--- src/rtl/pkt_stat_pkg.sv ---
`timescale 1ns/1ps
package pkt_stat_pkg;
  localparam int REG_W      = 16;
  localparam int GROUP_REGS = 3;

  typedef enum logic [1:0] {
    SLOT_LOW  = 2'd0,
    SLOT_HIGH = 2'd1,
    SLOT_ERR  = 2'd2,
    SLOT_NONE = 2'd3
  } slot_e;
endpackage

--- src/rtl/link_loss_cnt.sv ---
`timescale 1ns/1ps
module link_loss_cnt #(
  parameter int LINK_W = 6
) (
  input  logic              clk,
  input  logic              rst_n,
  input  logic              evt,
  input  logic              clr,
  output logic [LINK_W-1:0] count
);
  localparam logic [LINK_W-1:0] LMAX = '1;

  always_ff @(posedge clk) begin
    if (!rst_n)          count <= '0;
    else if (clr)        count <= LINK_W'(evt);
    else if (evt && count != LMAX) count <= count + 1'b1;
  end

  // a full counter stays full unless read
  a_r8_link_saturates: assert property (@(posedge clk) disable iff (!rst_n)
    (count == LMAX && !clr) |=> count == LMAX);
endmodule

--- src/rtl/pkt_stat_group.sv ---
`timescale 1ns/1ps
module pkt_stat_group
  import pkt_stat_pkg::*;
#(
  parameter int ADDR_W = 4,
  parameter int BASE   = 0,
  parameter int PKT_W  = 32,
  parameter int ERR_W  = 16
) (
  input  logic              clk,
  input  logic              rst_n,
  input  logic              pkt_evt,
  input  logic              err_evt,
  input  logic              acc,
  input  logic [ADDR_W-1:0] acc_addr,
  output logic              hit,
  output logic [REG_W-1:0]  word
);
  localparam logic [ADDR_W-1:0] BASE_A = ADDR_W'(BASE);
  localparam logic [PKT_W-1:0]  PMAX   = '1;
  localparam logic [ERR_W-1:0]  EMAX   = '1;

  logic [ADDR_W-1:0] off;
  slot_e             slot;
  logic              frozen_q;
  logic [1:0]        step_q;
  logic [PKT_W-1:0]  live_pkt, sh_pkt, sh_pkt_nx, inc_pkt, fold_pkt;
  logic [ERR_W-1:0]  live_err, sh_err, sh_err_nx, inc_err, fold_err;
  logic [PKT_W:0]    sum_sp, sum_lp, sum_fp;
  logic [ERR_W:0]    sum_se, sum_le, sum_fe;
  logic              frz_start, in_seq, clr, abort;

  assign off  = acc_addr - BASE_A;
  assign hit  = off < ADDR_W'(GROUP_REGS);
  assign slot = hit ? slot_e'(off[1:0]) : SLOT_NONE;

  // saturating sums: shadow + event, live + event, live + shadow
  always_comb begin
    sum_sp    = {1'b0, sh_pkt} + (PKT_W+1)'(pkt_evt);
    sh_pkt_nx = sum_sp[PKT_W] ? PMAX : sum_sp[PKT_W-1:0];
    sum_lp    = {1'b0, live_pkt} + (PKT_W+1)'(pkt_evt);
    inc_pkt   = sum_lp[PKT_W] ? PMAX : sum_lp[PKT_W-1:0];
    sum_fp    = {1'b0, live_pkt} + {1'b0, sh_pkt_nx};
    fold_pkt  = sum_fp[PKT_W] ? PMAX : sum_fp[PKT_W-1:0];
    sum_se    = {1'b0, sh_err} + (ERR_W+1)'(err_evt);
    sh_err_nx = sum_se[ERR_W] ? EMAX : sum_se[ERR_W-1:0];
    sum_le    = {1'b0, live_err} + (ERR_W+1)'(err_evt);
    inc_err   = sum_le[ERR_W] ? EMAX : sum_le[ERR_W-1:0];
    sum_fe    = {1'b0, live_err} + {1'b0, sh_err_nx};
    fold_err  = sum_fe[ERR_W] ? EMAX : sum_fe[ERR_W-1:0];
  end

  assign frz_start = acc && !frozen_q && slot == SLOT_LOW;
  assign in_seq    = acc && frozen_q && hit && off[1:0] == step_q;
  assign clr       = in_seq && step_q == 2'd2;
  assign abort     = acc && frozen_q && !in_seq;

  always_ff @(posedge clk) begin
    if (!rst_n) begin
      frozen_q <= 1'b0;
      step_q   <= 2'd0;
      live_pkt <= '0;
      live_err <= '0;
      sh_pkt   <= '0;
      sh_err   <= '0;
    end else if (frozen_q) begin
      if (clr) begin
        live_pkt <= sh_pkt_nx;
        live_err <= sh_err_nx;
        sh_pkt   <= '0;
        sh_err   <= '0;
        frozen_q <= 1'b0;
        step_q   <= 2'd0;
      end else if (abort) begin
        live_pkt <= fold_pkt;
        live_err <= fold_err;
        sh_pkt   <= '0;
        sh_err   <= '0;
        frozen_q <= 1'b0;
        step_q   <= 2'd0;
      end else begin
        sh_pkt <= sh_pkt_nx;
        sh_err <= sh_err_nx;
        if (in_seq) step_q <= step_q + 2'd1;
      end
    end else if (frz_start) begin
      frozen_q <= 1'b1;
      step_q   <= 2'd1;
      sh_pkt   <= sh_pkt_nx;
      sh_err   <= sh_err_nx;
    end else begin
      live_pkt <= inc_pkt;
      live_err <= inc_err;
    end
  end

  always_comb begin
    unique case (slot)
      SLOT_LOW:  word = live_pkt[REG_W-1:0];
      SLOT_HIGH: word = REG_W'(live_pkt[PKT_W-1:REG_W]);
      SLOT_ERR:  word = REG_W'(live_err);
      default:   word = '0;
    endcase
  end

  // snapshot does not move while frozen and untouched
  a_r4_hold_while_frozen: assert property (@(posedge clk) disable iff (!rst_n)
    (frozen_q && !acc) |=> ($stable(live_pkt) && $stable(live_err)));
  // a full packet count never wraps outside a freeze
  a_r3_no_overflow: assert property (@(posedge clk) disable iff (!rst_n)
    (!frozen_q && live_pkt == PMAX) |=> live_pkt == PMAX);
  // sequence position is always the high or error slot while frozen
  a_r6_step_legal: assert property (@(posedge clk) disable iff (!rst_n)
    frozen_q |-> (step_q == 2'd1 || step_q == 2'd2));
  // the final ordered read ends the freeze
  a_r6_clear_unfreezes: assert property (@(posedge clk) disable iff (!rst_n)
    clr |=> !frozen_q);
  // an aborted sequence never lowers the count
  a_r7_abort_keeps: assert property (@(posedge clk) disable iff (!rst_n)
    abort |=> (live_pkt >= $past(live_pkt) && live_err >= $past(live_err)));
endmodule

--- src/rtl/pkt_stat_unit.sv ---
`timescale 1ns/1ps
module pkt_stat_unit
  import pkt_stat_pkg::*;
#(
  parameter int ADDR_W    = 4,
  parameter int PKT_W     = 32,
  parameter int ERR_W     = 16,
  parameter int LINK_W    = 6,
  parameter int TX_BASE   = 0,
  parameter int RX_BASE   = 4,
  parameter int LINK_ADDR = 3
) (
  input  logic              clk,
  input  logic              rst_n,
  input  logic              tx_pkt_done,
  input  logic              tx_pkt_err,
  input  logic              rx_pkt_done,
  input  logic              rx_pkt_err,
  input  logic              link_lost,
  input  logic              rd_req_valid,
  output logic              rd_req_ready,
  input  logic [ADDR_W-1:0] rd_req_addr,
  output logic              rd_rsp_valid,
  input  logic              rd_rsp_ready,
  output logic [REG_W-1:0]  rd_rsp_data
);
  localparam int NGRP     = 2;
  localparam int LINK_LSB = REG_W - LINK_W;

  logic              acc;
  logic [NGRP-1:0]   g_pkt, g_err, g_hit;
  logic [REG_W-1:0]  g_word [NGRP];
  logic              link_hit;
  logic [LINK_W-1:0] link_cnt;
  logic [REG_W-1:0]  rd_mux;

  assign rd_req_ready = !rd_rsp_valid || rd_rsp_ready;
  assign acc          = rd_req_valid && rd_req_ready;
  assign g_pkt        = {rx_pkt_done, tx_pkt_done};
  assign g_err        = {rx_pkt_err, tx_pkt_err};
  assign link_hit     = rd_req_addr == ADDR_W'(LINK_ADDR);

  for (genvar g = 0; g < NGRP; g++) begin : g_grp
    pkt_stat_group #(
      .ADDR_W(ADDR_W),
      .BASE  (g == 0 ? TX_BASE : RX_BASE),
      .PKT_W (PKT_W),
      .ERR_W (ERR_W)
    ) u_grp (
      .clk     (clk),
      .rst_n   (rst_n),
      .pkt_evt (g_pkt[g]),
      .err_evt (g_err[g]),
      .acc     (acc),
      .acc_addr(rd_req_addr),
      .hit     (g_hit[g]),
      .word    (g_word[g])
    );
  end

  link_loss_cnt #(.LINK_W(LINK_W)) u_link (
    .clk  (clk),
    .rst_n(rst_n),
    .evt  (link_lost),
    .clr  (acc && link_hit),
    .count(link_cnt)
  );

  always_comb begin
    rd_mux = '0;
    for (int g = 0; g < NGRP; g++)
      if (g_hit[g]) rd_mux = rd_mux | g_word[g];
    if (link_hit) rd_mux = rd_mux | (REG_W'(link_cnt) << LINK_LSB);
  end

  always_ff @(posedge clk) begin
    if (!rst_n) begin
      rd_rsp_valid <= 1'b0;
      rd_rsp_data  <= '0;
    end else if (acc) begin
      rd_rsp_valid <= 1'b1;
      rd_rsp_data  <= rd_mux;
    end else if (rd_rsp_ready) begin
      rd_rsp_valid <= 1'b0;
    end
  end

  // a stalled response keeps valid and data
  a_r10_rsp_hold: assert property (@(posedge clk) disable iff (!rst_n)
    (rd_rsp_valid && !rd_rsp_ready) |=> (rd_rsp_valid && $stable(rd_rsp_data)));
  // nothing new is taken while a response is stalled
  a_r10_no_accept_stalled: assert property (@(posedge clk) disable iff (!rst_n)
    (rd_rsp_valid && !rd_rsp_ready) |-> !rd_req_ready);
  // link field lands only in bits above the low ten
  a_r8_link_field: assert property (@(posedge clk) disable iff (!rst_n)
    (acc && link_hit) |=> rd_rsp_data[LINK_LSB-1:0] == '0);
endmodule

--- config.mk ---
export PLATFORM = sky130hd
export DESIGN_NAME = pkt_stat_unit
export DESIGN_NICKNAME = d
export VERILOG_FILES = /design/src/rtl/pkt_stat_pkg.sv /design/src/rtl/link_loss_cnt.sv /design/src/rtl/pkt_stat_group.sv /design/src/rtl/pkt_stat_unit.sv
export SDC_FILE = /design/constraint.sdc
export NUM_CORES = 1
export LEC_CHECK = 0
export BUFFER_PORTS_ARGS = -buffer_cell sky130_fd_sc_hd__buf_2
export CORE_ASPECT_RATIO = 0.8
export CORE_MARGIN = 2
export CORE_UTILIZATION = 43
export DETAILED_ROUTE_END_ITERATION = 12
export HOLD_SLACK_MARGIN = 0.03
export PLACE_DENSITY = 0.62
export RECOVER_POWER = 25
export SLEW_MARGIN = 5
export SYNTH_ARGS = -nofsm -noshare
export SYNTH_HDL_FRONTEND = slang
export SYNTH_HIERARCHICAL = 1
export SYNTH_SLANG_ARGS = --single-unit
--- constraint.sdc ---
create_clock -name clk -period 7.5 [get_ports clk]
set_clock_uncertainty 0.05 [all_clocks]
set_input_delay 1.5 -clock clk [delete_from_list [all_inputs] [get_ports clk]]
set_output_delay 1.5 -clock clk [all_outputs]
set_load 0.1 [all_outputs]
==> impl_metrics.json, run 1 <==
{
  "status": "finished with violations",
  "violations": "capacitance limit, slew limit",
  "crit_chain": "clkbuf_1 > nor2_1 > a31oi_4 > clkbuf_1 > nor2_4 > clkbuf_2 > a21oi_1 > o22a_1 > o21ai_0 > a21oi_1",
  "rrSetupSlack_ns": 2.20,
  "hold_path_depth": 2,
  "ctsRootBufferMaster": "clkbuf_16",
  "grt_pass1_wl_mm": 103.8,
  "cts_max_level": 1,
  "track_usage": 0.2822,
  "rsz0062_at_grt": "no",
  "die-area_um2": 46330,
  "drt-pass1-iter-count": 6,
  "die_y_um": 192.9,
  "numCtsBuffers": 28,
  "synth_top_family_by_area": "compound AO/OA/AOI/OAI gates",
  "cts_resized": 0,
  "ant_nets": 0,
  "relSlewSlack": -0.7483,
  "cp.depth": 10,
  "hold_class": "reg -> reg",
  "syn_to_final_growth_pct": 6.796,
  "grt_pass1_vias": 18260,
  "fin_setup_tns_ns": 0,
  "synth-compound-area-share": 0.2938,
  "grt-ovfl-total": 0,
  "cts_setup_buffers": 0,
  "min_to": "g_grp[1].u_grp/sh_err[0]",
  "synthAdderAreaFrac": 0.07918,
  "diodes": 0,
  "synthMuxAreaShare": 0.02491,
  "hp-start": "g_grp[1].u_grp/sh_err[0]",
  "synthArstFlopShare": 0,
  "wire_per_inst_um": 21.20,
  "drt_iter0_markers": 2425,
  "hpwl_mm": 48.83,
  "path_class": "in -> reg",
  "cp_data_required_time_ns": 7.95,
  "maxSlewViolCount": 160,
  "timing.rr.end": "g_grp[0].u_grp/live_pkt[10]",
  "ys.flop_type": "dfxtp_1",
  "synthCells": 2610,
  "syn-num-nets": 2742,
  "grt_max_degree": 61,
  "antenna_found_initial": 0,
  "total_power_uw": 2913,
  "setup_violations": 0,
  "clock_latency_ns": 0.60,
  "synthSimpleGateAreaFrac": 0.2427,
  "num_vias": 20070,
  "reg2reg_depth": 17,
  "utilization": 0.4635,
  "critical_path_arrival_ns": 6.94,
  "ys_warn_count": 6,
  "synth_edf_count": 0,
  "nets": 2671,
  "cp_slowest_cell": "clkbuf_1",
  "core-area_um2": 44200,
  "hold_slack_ns": 0.4207,
  "drive_gt1_frac": 0.05516,
  "tritoncts": "yes",
  "io_pins": 31,
  "place.gp.congestion": 0.9557,
  "clk_pin_slew_ns": 0.06,
  "die_w_um": 240.2,
  "netlist_area_um2": 19180,
  "critPathMaxStageDelay_ns": 1.64,
  "synth-seq-area-share": 0.2306,
  "final_common_cell": "a21oi_1",
  "pwr_density_cell_nw_per_um2": 142.2,
  "initial_core_util": 0.4340,
  "cts.sinks": 221,
  "layout_common_cells": "a21oi_1 (292), nor2_1 (279), nand2_1 (230), dfxtp_1 (220), o21ai_0 (145)",
  "critPathMaxFanout": 60,
  "hold_buffers": 0,
  "ys_seq_elements": 221,
  "cts_buffer_depth": 3,
  "crit_family": "buffers and inverters",
  "r2r_start": "g_grp[0].u_grp/sh_pkt[10]",
  "numPortBuffers": 30,
  "ys_types": 105,
  "irDropWorstVdd_uv": 168.0,
  "worst-slew-pin-transition_ns": 2.622,
  "leakagePower_uw": 0.008637,
  "drc": 0,
  "final.period_utilization": 0.8656,
  "yosys.area_share.xor_xnor": 0.07944,
  "viasPerCell": 6.355,
  "hold_viol": 0,
  "worst-path-buf-inv": 3,
  "period_minus_slack_ns": 6.492,
  "crit_path_start_kind": "input pin",
  "end_kind": "register",
  "drv_cap": 4,
  "setup.worst_path.start": "rd_req_addr[0]",
  "postSynthAreaPerCell_um2": 7.350,
  "drt_wl_total_mm": 66.98,
  "fmax_mhz": 154.0,
  "rows": 69
}
==> final cells by class <==
cell class                      instances  area, µm²
Multi-Input combinational cell       2160      13840
Inverter                               68      260.3
Tap cell                              603      754.5
Fill cell                            4505      23710
Clock inverter                          9      81.33
Sequential cell                       221       4425
Timing Repair Buffer                   60      337.8
Clock buffer                           38      788.3
==> power breakdown <==
group / total, µW / switching (µW) / leakage, µW / internal, µW
logic: 320 / 224 / 0.00641 / 96.2
clock network: 1340 / 577 / 0.000435 / 762
registers: 1250 / 52.4 / 0.00179 / 1200
total: 2910 / 854 / 0.00864 / 2060
==> registers in the layout, indices dropped and copies added (netlist names) <==
register              count
g_grp.u_grp/frozen_q      2
g_grp.u_grp/live_err     32
g_grp.u_grp/live_pkt     64
g_grp.u_grp/sh_err       32
g_grp.u_grp/sh_pkt       64
g_grp.u_grp/step_q        4
rd_rsp_data              16
rd_rsp_valid              1
u_link/count              6
==> layer usage <==
layer / vias up / share of wire / wire length, µm / GRT usage
met3: 130 / 0.10 / 6851 / 0.06723
met2: 934 / 0.39 / 26310 / 0.3943
met1: 9498 / 0.47 / 31750 / 0.4226
met4: 0 / 0.031 / 2061 / 0.08266
met5: - / 0 / 0 / 0
li1: 9512 / - / - / -
==> Yosys cell counts, types with 5 or more instances <==
| library cell | count | area share |
|---|---|---|
| o21a_1 | 21 | 0.0082 |
| a41oi_1 | 16 | 0.0073 |
| a21o_1 | 45 | 0.018 |
| a221o_1 | 5 | 0.0026 |
| o22ai_1 | 27 | 0.0088 |
| and4_1 | 25 | 0.011 |
| and3_1 | 74 | 0.024 |
| or3_1 | 14 | 0.0046 |
| o221ai_1 | 44 | 0.020 |
| a211oi_1 | 16 | 0.0063 |
| or2_2 | 8 | 0.0026 |
| clkbuf_1 | 116 | 0.023 |
| a31oi_1 | 53 | 0.017 |
| o2111ai_1 | 11 | 0.0050 |
| nand3_1 | 120 | 0.031 |
| mux2i_1 | 41 | 0.021 |
| xnor2_1 | 93 | 0.042 |
| nand2b_1 | 27 | 0.0088 |
| o211a_1 | 18 | 0.0094 |
| ha_1 | 115 | 0.075 |
| a22oi_1 | 20 | 0.0078 |
| o21ai_0 | 145 | 0.038 |
| inv_1 | 64 | 0.013 |
| nand4_1 | 44 | 0.014 |
| o21ai_1 | 21 | 0.0055 |
| a21boi_0 | 7 | 0.0027 |
| xor2_1 | 81 | 0.037 |
| o211ai_1 | 20 | 0.0078 |
| nand2_1 | 231 | 0.045 |
| nor3_1 | 45 | 0.012 |
| dfxtp_1 | 221 | 0.23 |
| nor2b_1 | 18 | 0.0059 |
| mux2_2 | 5 | 0.0029 |
| and2_1 | 16 | 0.0052 |
| a221oi_1 | 13 | 0.0059 |
| buf_2 | 27 | 0.0070 |
| o21bai_1 | 9 | 0.0035 |
| buf_1 | 10 | 0.0020 |
| o31ai_1 | 7 | 0.0027 |
| a22o_1 | 40 | 0.018 |
| a21oi_1 | 292 | 0.076 |
| nor2_1 | 281 | 0.055 |
==> stage by stage <==
step	instance area [µm²]	cells	setup slack [ns]
after floorplan	19180	2610	2.053
after global placement	19660	3112	1.347
after detailed placement	19660	3112	1.212
after CTS	20530	3159	1.803
after global routing	20490	3159	0.6746
final	20490	3159	1.008
==> cell families after synthesis <==
| logic type | count (synthesis) |
|---|---|
| muxes | 47 |
| xor gates and xnor gates | 174 |
| adders and majority gates | 119 |
| AOI/OAI and AO/OA | 873 |
| DFF | 221 |
| buffers and inverters | 229 |
| and+or+nand+nor | 947 |
==> how the worst max path moves through the flow <==
stage,to,slack [ns]
final,g_grp[0].u_grp/live_pkt[19],1.01
after global placement,g_grp[0].u_grp/live_pkt[6],1.35
after global routing,g_grp[0].u_grp/live_pkt[22],0.67
after detailed placement,g_grp[0].u_grp/live_pkt[10],1.21
after floorplan,g_grp[0].u_grp/live_pkt[15],2.05
after CTS,g_grp[0].u_grp/live_pkt[10],1.80
==> worst register-to-register path, stage by stage (launching register included) <==
cell and delay [ns]:
dfxtp_1 0.47, and4_1 0.40, and4_1 0.57, and4_1 0.42
nand2_1 0.26, buf_4 0.29, nand2_1 0.10, ha_1 0.28
a21o_1 0.21, nor3_1 0.20, a21oi_1 0.13, o2111ai_1 0.44
a21oi_1 0.18, o22ai_1 0.15, buf_4 0.20, nand3_1 0.41
o221ai_1 0.35, nand2_1 0.08
Note: power is estimated with default switching activity, not from simulation.
==> inputs of run 2 (changes only) <==
Settings changed: CORE_UTILIZATION 43 to 45, PLACE_DENSITY 0.62 to 0.64.
Clock period 7.5 ns to 7.1 ns, I/O delays scaled along.
==> run 2 against run 1 <==
  * Critical path type unchanged
  * Design area up 0.35%
  * Register-to-register slack worse by 0.38 ns
  * Via count about the same
  * Sequential share of layout area down 0.075 points
  * Critical path depth down 4
  * Combinational power up 5%
  * The flow still finishes with violations (capacitance limit, slew limit)
  * Largest cell class unchanged
  * Utilization up 2.6 points
==> impl_metrics.json, run 2 (same netlist as run 1, synthesis figures left out) <==
{
  "status": "finished with violations",
  "violations": "capacitance limit, slew limit",
  "irDropWorstVdd_uv": 192.5,
  "relSlewSlack": -1.222,
  "crit_path_start_kind": "input pin",
  "total_power_uw": 3227,
  "p_clk_frac": 0.486,
  "antenna_found_initial": 0,
  "die_w_um": 234.8,
  "track_usage": 0.2833,
  "hold_class": "reg -> reg",
  "period_minus_slack_ns": 6.421,
  "grt_pass1_wl_mm": 102.5,
  "utilization": 0.4895,
  "maxSlewViolCount": 108,
  "core-area_um2": 42000,
  "initial_core_util": 0.4568,
  "rows": 67,
  "nets": 2670,
  "io_pins": 31,
  "sw_frac_of_total": 0.2793,
  "rrSetupSlack_ns": 1.82,
  "diodes": 0,
  "critPathMaxFanout": 64,
  "clock_latency_ns": 0.58,
  "numPortBuffers": 30,
  "numCtsBuffers": 28,
  "hold_viol": 0,
  "drt_wl_total_mm": 65.07,
  "r2r_start": "g_grp[0].u_grp/sh_pkt[0]",
  "grt_pass1_vias": 18110,
  "hold_path_depth": 2,
  "drt-pass1-iter-count": 6,
  "clk_pin_slew_ns": 0.06,
  "fin_setup_tns_ns": 0,
  "wire_per_inst_um": 20.92,
  "path_class": "in -> reg",
  "power_frac_comb": 0.104,
  "setup_violations": 0,
  "worst-slew-pin-transition_ns": 3.333,
  "syn_to_final_growth_pct": 7.167,
  "cts_max_level": 1,
  "fmax_mhz": 155.7,
  "drc": 0,
  "leakagePower_uw": 0.008687,
  "place.gp.congestion": 0.9749,
  "end_kind": "register",
  "layout_common_cells": "a21oi_1 (292), nor2_1 (278), nand2_1 (230), dfxtp_1 (220), o21ai_0 (145)",
  "power_switching_uw": 901.4,
  "p_int_uw": 2326,
  "critical_path_arrival_ns": 6.85,
  "drt_iter0_markers": 1943,
  "cp_data_required_time_ns": 7.53,
  "rsz0062_at_grt": "no",
  "drv_cap": 2,
  "timing.rr.end": "g_grp[0].u_grp/live_pkt[22]",
  "hp-start": "g_grp[0].u_grp/sh_err[0]",
  "grt-ovfl-total": 0,
  "die_y_um": 188.7,
  "nFillCells": 4191,
  "cts.sinks": 221,
  "num_vias": 20060,
  "ctsRootBufferMaster": "clkbuf_16",
  "cts_buffer_depth": 3,
  "cts_resized": 0,
  "min_to": "g_grp[0].u_grp/sh_err[0]",
  "viasPerCell": 6.449,
  "grt_max_degree": 65,
  "final_common_cell": "a21oi_1",
  "ant_nets": 0,
  "tritoncts": "yes",
  "hold_buffers": 0,
  "die-area_um2": 44310,
  "pwr_density_cell_nw_per_um2": 157.0,
  "top_regs": "g_grp.u_grp/live_pkt (64), g_grp.u_grp/sh_pkt (64)",
  "drive_gt1_frac": 0.05784,
  "reg2reg_depth": 18,
  "final.period_utilization": 0.9044,
  "cts_setup_buffers": 0,
  "seqPwrFrac": 0.410,
  "hpwl_mm": 47.86
}
==> run 2: changes by cell type in the layout (fill, tap and decap cells not counted), sizes merged <==
cell,change
buf,+1
clkbuf,-4
clkinv,-2
bufinv,+4
clkinvlp,+4
==> run 2: worst max-delay path by stage <==
stage	start	end	cells past startpoint
after floorplan	tx_pkt_done	g_grp[0].u_grp/live_pkt[15]	20
after global placement	tx_pkt_done	g_grp[0].u_grp/live_pkt[22]	19
after detailed placement	tx_pkt_done	g_grp[0].u_grp/live_pkt[22]	19
after CTS	tx_pkt_done	g_grp[0].u_grp/live_pkt[22]	19
after global routing	rst_n	g_grp[0].u_grp/live_err[14]	6
final	rst_n	g_grp[0].u_grp/live_pkt[31]	6
==> run 2: power by group through the flow <==
stage	Sequential, µW	Clock, µW	Combinational [µW]
after floorplan	1370	0	215
after global placement	1350	0	323
after detailed placement	1350	0	327
after CTS	1320	1600	329
after global routing	1330	1650	364
final	1320	1570	335
==> run 2: metrics by stage <==
step | worst slack [ns] | hold slack, ns | cells | area, µm²
after floorplan | 1.733 | 0.3791 | 2610 | 19180
after detailed placement | 0.7799 | 0.4168 | 3060 | 19590
after CTS | 1.362 | 0.4280 | 3111 | 20590
after global routing | 0.5416 | 0.4584 | 3111 | 20560
final | 0.6788 | 0.4243 | 3111 | 20560
after global placement | 0.9361 | 0.4017 | 3060 | 19590
==> run 2: layer usage <==
| metal | track usage | up-vias | wire [µm] |
|---|---|---|---|
| met5 | 0 | - | 0 |
| met4 | 0.08301 | 0 | 1932 |
| met3 | 0.06226 | 105 | 6923 |
| met2 | 0.3976 | 932 | 25800 |
| met1 | 0.4262 | 9508 | 30420 |
| li1 | - | 9517 | - |
==> run 2: layout make-up <==
type	instances	area [µm²]	share of cell area
multi-input cells	2160	13840	0.6733
well taps	552	690.7	0.03359
flip-flops and latches	221	4425	0.2153
clock inverters	15	221.5	0.01077
inverters	68	260.3	0.01266
repair buffers	59	337.8	0.01643
clock buffers	36	780.7	0.03797
==> run 2: critical path: stages <==
cell	delay (ns)
clkbuf_1	2.30
inv_1	1.44
clkbuf_2	0.82
a211oi_1	0.44
a31oi_1	0.14
o21ai_0	0.22
